==> config.mk <==
export PLATFORM = sky130hd
export DESIGN_NAME = motor_chan_mgr
export DESIGN_NICKNAME = d
export VERILOG_FILES = /design/src/rtl/mcm_pkg.sv /design/src/rtl/mcm_ctrl.sv /design/src/rtl/mcm_dpath.sv /design/src/rtl/motor_chan_mgr.sv
export SDC_FILE = /design/constraint.sdc
export NUM_CORES = 1
export LEC_CHECK = 0
export BUFFER_PORTS_ARGS = -buffer_cell sky130_fd_sc_hd__buf_2
export CELL_PAD_IN_SITES_DETAIL_PLACEMENT = 0
export CELL_PAD_IN_SITES_GLOBAL_PLACEMENT = 1
export CORE_ASPECT_RATIO = 0.7
export CORE_MARGIN = 2
export CORE_UTILIZATION = 44
export CTS_CLUSTER_DIAMETER = 80
export DETAILED_ROUTE_END_ITERATION = 10
export PLACE_DENSITY = 0.89
export SYNTH_ARGS = -nofsm -noshare
export SYNTH_HDL_FRONTEND = slang
export SYNTH_HIERARCHICAL = 1
export SYNTH_SLANG_ARGS = --single-unit
==> constraint.sdc <==
create_clock -name clk -period 2 [get_ports clk]
set_input_delay 0.1 -clock clk [delete_from_list [all_inputs] [get_ports clk]]
set_output_delay 0.1 -clock clk [all_outputs]
set_load 0.05 [all_outputs]
==> src/rtl/mcm_pkg.sv <==
package mcm_pkg;
  typedef enum logic [1:0] {
    ROUTE_HIGH = 2'd0,
    ROUTE_LOW  = 2'd1,
    ROUTE_BOTH = 2'd2,
    ROUTE_ALT  = 2'd3
  } route_e;

  typedef enum logic [1:0] {
    SEL_STEP = 2'd0,
    SEL_POL  = 2'd1,
    SEL_EN   = 2'd2,
    SEL_NONE = 2'd3
  } sel_e;

  typedef struct packed {
    logic loadStep;
    logic loadPol;
    logic loadEn;
    logic commit;
    logic altPhase;
  } strobe_t;
endpackage

==> src/rtl/mcm_ctrl.sv <==
module mcm_ctrl
  import mcm_pkg::*;
(
  input  logic    clk,
  input  logic    rstN,
  input  logic    wrEn,
  input  logic [1:0] wrSel,
  input  logic    commPulse,
  input  logic    periodStart,
  output strobe_t strobes
);
  logic phaseQ;

  always_ff @(posedge clk or negedge rstN) begin
    if (!rstN) phaseQ <= 1'b0;
    else if (periodStart) phaseQ <= ~phaseQ;
  end

  always_comb begin
    strobes          = '0;
    strobes.loadStep = wrEn && (sel_e'(wrSel) == SEL_STEP);
    strobes.loadPol  = wrEn && (sel_e'(wrSel) == SEL_POL);
    strobes.loadEn   = wrEn && (sel_e'(wrSel) == SEL_EN);
    strobes.commit   = commPulse;
    strobes.altPhase = phaseQ;
  end
endmodule

==> src/rtl/mcm_dpath.sv <==
module mcm_dpath
  import mcm_pkg::*;
#(
  parameter int GROUP = 3,
  parameter int DW    = 8,
  localparam int NCH  = 2 * GROUP
) (
  input  logic           clk,
  input  logic           rstN,
  input  strobe_t        strobes,
  input  logic [DW-1:0]  wrData,
  input  logic           pwmIn,
  input  logic           estopN,
  output logic [NCH-1:0] chanOut,
  output logic [NCH-1:0] chanOe,
  output logic [NCH-1:0] preMask,
  output logic [NCH-1:0] activeMask,
  output logic [NCH-1:0] polMask,
  output logic           enBit
);
  route_e preRoute, activeRoute;

  always_ff @(posedge clk or negedge rstN) begin
    if (!rstN) begin
      preMask     <= '0;
      preRoute    <= ROUTE_HIGH;
      activeMask  <= '0;
      activeRoute <= ROUTE_HIGH;
      polMask     <= '0;
      enBit       <= 1'b0;
    end else begin
      if (strobes.commit) begin
        activeMask  <= preMask;
        activeRoute <= preRoute;
      end
      if (strobes.loadStep) begin
        preMask  <= wrData[NCH-1:0];
        preRoute <= route_e'(wrData[DW-1:DW-2]);
      end
      if (strobes.loadPol) polMask <= wrData[NCH-1:0];
      if (strobes.loadEn)  enBit   <= wrData[0];
    end
  end

  for (genvar i = 0; i < NCH; i++) begin : g_chan
    localparam bit IS_HIGH = (i < GROUP);
    logic pwmHere;
    logic level;
    always_comb begin
      unique case (activeRoute)
        ROUTE_HIGH: pwmHere = IS_HIGH;
        ROUTE_LOW:  pwmHere = !IS_HIGH;
        ROUTE_BOTH: pwmHere = 1'b1;
        default:    pwmHere = IS_HIGH ? !strobes.altPhase : strobes.altPhase;
      endcase
      level      = activeMask[i] & (pwmHere ? pwmIn : 1'b1);
      chanOut[i] = level ^ polMask[i];
      chanOe[i]  = enBit & estopN;
    end
  end
endmodule

==> src/rtl/motor_chan_mgr.sv <==
module motor_chan_mgr
  import mcm_pkg::*;
#(
  parameter int GROUP = 3,
  parameter int DW    = 8,
  localparam int NCH  = 2 * GROUP
) (
  input  logic           clk,
  input  logic           rstN,
  input  logic           wrEn,
  input  logic [1:0]     wrSel,
  input  logic [DW-1:0]  wrData,
  input  logic           commPulse,
  input  logic           periodStart,
  input  logic           pwmIn,
  input  logic           estopN,
  output logic [NCH-1:0] chanOut,
  output logic [NCH-1:0] chanOe
);
  strobe_t        strobes;
  logic [NCH-1:0] preMask, activeMask, polMask;
  logic           enBit;

  mcm_ctrl u_ctrl (
    .clk(clk), .rstN(rstN), .wrEn(wrEn), .wrSel(wrSel),
    .commPulse(commPulse), .periodStart(periodStart), .strobes(strobes)
  );

  mcm_dpath #(.GROUP(GROUP), .DW(DW)) u_dpath (
    .clk(clk), .rstN(rstN), .strobes(strobes), .wrData(wrData),
    .pwmIn(pwmIn), .estopN(estopN), .chanOut(chanOut), .chanOe(chanOe),
    .preMask(preMask), .activeMask(activeMask), .polMask(polMask), .enBit(enBit)
  );
endmodule

# After elaboration in Yosys (flattened, before gate mapping)
# Index checks and enable logic that the tools add are counted.
totals:
  regBits: 24
  in_bits: 17
  elab_cells: 37
classes:
  eq_ne: 4
  n_mux: 4
  bitwise_logic: 14
  reduce_logical: 8
ops:
  columns: ["operator", "n"]
  rows:
  - ["1-bit bitwise AND", 7]
  - ["1-bit XOR", 6]
  - ["2-bit by 1-bit equality test with 1-bit output, second input constant", 2]
  - ["2-bit equality test, second input constant", 2]
  - ["2-bit zero test", 2]
  - ["1-bit case mux with 2 select lines", 2]
  - ["2-bit OR reduction", 2]
  - ["1-bit logical AND", 3]
  - ["1-bit 2-to-1 mux", 2]
  - ["1-bit zero test", 1]
  - ["1-bit inverter", 1]

# Depth between registers and ports, before layout
logic_depth:
  ltp_word: 6
  ltp_mapped: 5

# By module
# The synthesis kept the hierarchy.
modules_own_cells:
  columns: ["mod", "n_inst", "cells_each", "area_per_inst_um2", "seq_area_each_um2"]
  rows:
  - ["mcm_dpath", 1, 77, 1043.5, 575.6]
  - ["mcm_ctrl", 1, 7, 78.8, 25.0]

# Least setup slack after synthesis
# OpenSTA, ideal clock, no wires.
synth_timing:
  kind: "reg2out"
  startpoint: "register u_dpath.activeRoute[0]"
  endpoint: "output chanOut[3]"
  arrival_time_ps: 1782
  path_slack_ps: 118
  stages_incl_launch_ff: 6
  cell_sequence: "dfrtp_1 -> inv_1 -> ha_1 -> mux2i_1 -> o21ai_1 -> xnor2_1"
synth_between:
  elab_chain_cells: 6
synth_lines:
  columns: ["element", "line", "text"]
  rows:
  - ["start: declaration", "mcm_dpath.sv:21", "route_e preRoute, activeRoute;"]
  - ["start signal: assignment", "mcm_dpath.sv:34", "activeRoute <= preRoute;"]
  - ["2-bit by 1-bit equality test with 1-bit output or 2-bit equality test (tied branches)", "mcm_dpath.sv:50", "unique case (activeRoute)"]
  - ["2-bit OR reduction (no source line)", null, null]
  - ["1-bit case mux with 2 select lines *", "mcm_dpath.sv:50", null]
  - ["1-bit 2-to-1 mux *", "mcm_dpath.sv:56", "level = activeMask[i] & (pwmHere ? pwmIn : 1'b1);"]
  - ["1-bit bitwise AND *", "mcm_dpath.sv:56", null]
  - ["1-bit XOR *", "mcm_dpath.sv:57", "chanOut[i] = level ^ polMask[i];"]
  - ["end: declaration", "motor_chan_mgr.sv:17", "output logic [NCH-1:0] chanOut,"]
# Mark *: on every way between the ends. The rest lies on a longest branch, timed or not.

# Worst setup path in the final report
layout_timing:
  startpoint: "register u_dpath.activeRoute[1]"
  endpoint: "output chanOut[5]"
# The elaborated chain is that of the path after synthesis.

==> metrics.csv <==
metric,value,unit
run status,"complete, no violations",
relative max-transition margin,0.650,
number of global-route vias before repair,740,
number of buffer cells added on primary ports,28,
Crit path arrival time,1.80,ns
cells along the critical path,inv_1 -> ha_1 -> mux2i_2 -> o21ai_1 -> xnor2_1 -> clkbuf_4,
"commonest cells after routing, fill and taps aside","sky130_fd_sc_hd__buf_2, sky130_fd_sc_hd__dfrtp_1, sky130_fd_sc_hd__mux2_2",
layout filler cell count,221,
placement row count,15,
global-route wire length before repair,3440,um
Final Hold Viols,0,
top cell type by total area after synthesis,sky130_fd_sc_hd__dfrtp_1,
via count of the routed design,715,
DRC errors left,0,
"IR drop worst, VDD",0.551,mV
initial antenna violation count,0,
hold crit path type,input port to register,
beginning of the critical path,u_dpath/activeRoute[1],
mean instance size in the synthesized netlist,13.4,um2
post-route fraction of the period consumed by the critical path,0.952,
standard cell area after detailed placement,1240,um2
net switching power,0.607,mW
Num CTS Buffers,3,
setup bufs post-CTS,0,
switching portion of total power,0.393,
capturing element type of the critical path,primary output,
post-route worst hold slack,0.0181,ns
TritonCTS clock tree,yes,
unrepaired setup endpoints after global routing,yes,
number of diodes,0,
estimated wirelength of the detail-placed design,1510,um
ports placed on the boundary,29,
"Cell Area, Synth",1120,um2
Total Routing Usage GR,0.161,
category of the critical setup timing path,register to primary output,
r2r startpoint,u_dpath/activeMask[4],
count of TritonRoute iterations in the first routing pass,3,
largest fanout on the critical path,3,
post-route design area,1360,um2
gr ovfl total,0,
highest cell delay on the worst timing path,0.41,ns
placeable core region,2440,um2
Initial Util,0.460,
vertical die dimension,46.3,um
ranking of synthesized cells by area,"sky130_fd_sc_hd__dfrtp_1, sky130_fd_sc_hd__mux2_2, sky130_fd_sc_hd__buf_4, sky130_fd_sc_hd__xnor2_1, sky130_fd_sc_hd__ha_1",
PnR Total Power,1.54,mW
layout net count,134,
Root Buffer Master,sky130_fd_sc_hd__clkbuf_4,
pins over their slew limit,0,
post-synthesis cell count,84,
TritonCTS sink count,24,
post-synth top area share,0.535,
maximum buffer depth of the clock tree,2,
Critical Path RT,1.90,ns
highest achievable clock rate,0.525,GHz
Worst Hold Launch,wrData[4],
CP max stage cell,sky130_fd_sc_hd__dfrtp_1,
number of routed nets with antenna violations,0,
relative contribution of the clock network to total power,0.164,
logic gate share of total power,0.415,
shortest period the worst path allows,1.90,ns
Max Cap Violations,0,
sequential share of the synthesized area,0.535,
pin count of the biggest net entering global routing,25,
Netlist cell types,18,
element type at the critical path start,register,
clock transition time at the flip-flop clock pins of the worst setup and hold paths,0.12,ns
warning count from the yosys run,6,
ratio of cells with drive above 1 in the final layout,0.504,
count of endpoints failing setup in the final report,0,
Avg WL per Cell,13.6,um
post-synthesis sequential element count,24,
Setup Skew,0.00350,ns
worst-skew pair later-pin latency,0.32,ns
Die W,64.4,um
per-cell via count in the routed design,4.86,
Post-Syn Nets,104,
power density relative to cell area,1130,nW/um2
detailed router's first-iteration violation count,9,
cell leakage power,0.631,nW
final weighted congestion in routability-driven placement,0.700,
Die ar.,2980,um2
area added between synthesis and finish,21.5,%
Internal Power,0.936,mW
worst-margin pin slew,0.525,ns
register share of total power,0.422,
number of levels the H-tree was split into,1,
WL final,2000,um
## logic make-up after synthesis
group                    after synthesis  share of synthesized area
flip-flops                            24                      0.535
multiplexers                          22                      0.220
buffers and inverters                 12                     0.0669
AO/OA/AOI/OAI                          9                     0.0424
XOR/XNOR                               7                     0.0546
AND/OR/NAND/NOR                        7                     0.0479
adder cells (fa/ha/maj)                3                     0.0334
## metrics by stage
step,utilization,worst slack [ns],TNS (ns),instances
final,0.559,0.0959,0,147
after global routing,0.559,-0.0228,-0.0437,147
after CTS,0.550,0.0182,0,147
after detailed placement,0.510,0.420,0,137
after global placement,0.510,0.465,0,137
after floorplan,-,0.118,0,84
## power by group through the flow
| stage | Combinational [mW] | Sequential, mW | Clock, mW |
|---|---|---|---|
| after global routing | 0.682 | 0.667 | 0.281 |
| after detailed placement | 0.595 | 0.664 | 0 |
| after floorplan | 0.509 | 0.640 | 0 |
| after global placement | 0.587 | 0.654 | 0 |
| final | 0.640 | 0.651 | 0.252 |
| after CTS | 0.606 | 0.653 | 0.266 |
## critical path, delay by kind of cell, from the launching register on
kind	cells	cell delay [ns]
compound gates	1	0.11
fa+ha+maj	1	0.28
xor+xnor	1	0.14
buf+inv	2	0.32
flops	1	0.41
mux	1	0.22
## sequential cells by signal, summed over array words and instances (netlist names)
register	cells
u_dpath/preMask	6
u_dpath/activeRoute	2
u_dpath/preRoute	2
u_dpath/enBit	1
u_dpath/activeMask	6
u_dpath/polMask	6
u_ctrl/phaseQ	1
## synthesized netlist by cell type (all sizes together)
master / instances
nand2: 2
and3b: 2
and2: 1
ha: 3
o21ai: 8
xnor2: 6
buf: 10
nor3: 1
mux2: 21
nor3b: 1
inv: 2
xor2: 1
dfrtp: 24
mux2i: 1
a21o: 1
## layout make-up
| class | count | area (um2) | share of cell area |
|---|---|---|---|
| Sequential cell | 24 | 601 | 0.440 |
| Multi-Input combinational cell | 48 | 459 | 0.337 |
| Clock buffer | 4 | 36.3 | 0.0266 |
| Timing Repair Buffer | 35 | 218 | 0.160 |
| Inverter | 2 | 7.51 | 0.00550 |
| Tap cell | 34 | 42.5 | 0.0312 |
## routing by layer
layer  global-route usage  up-vias  part of all wire
li1                     -      341                 -
met4               0.0638        0             0.018
met2                0.304       16              0.53
met1                0.179      353              0.39
met3               0.0440        5             0.055
met5                    0        -                 0
## repair_timing
item                       CTS  global route
gates resized for setup      0             9
setup endpoints to repair    0             5
hold endpoints to repair    30             0
hold buffers                 6             0
## path summary, 6_finish.rpt
path | slack (ns) | cells after the start | endpoint
setup / recovery | 0.1 | 6 | chanOut[5]
hold / removal | 0.02 | 2 | u_dpath/preMask[4]
setup reg to reg | 1.21 | 1 | u_dpath/activeMask[4]
hold reg to reg | 0.50 | 2 | u_dpath/activeRoute[1]
max in group asynchronous | 1.38 | 2 | u_dpath/activeMask[0]
min in group asynchronous | 0.28 | 2 | u_dpath/polMask[1]
Note: power is estimated with default switching activity, not from simulation.
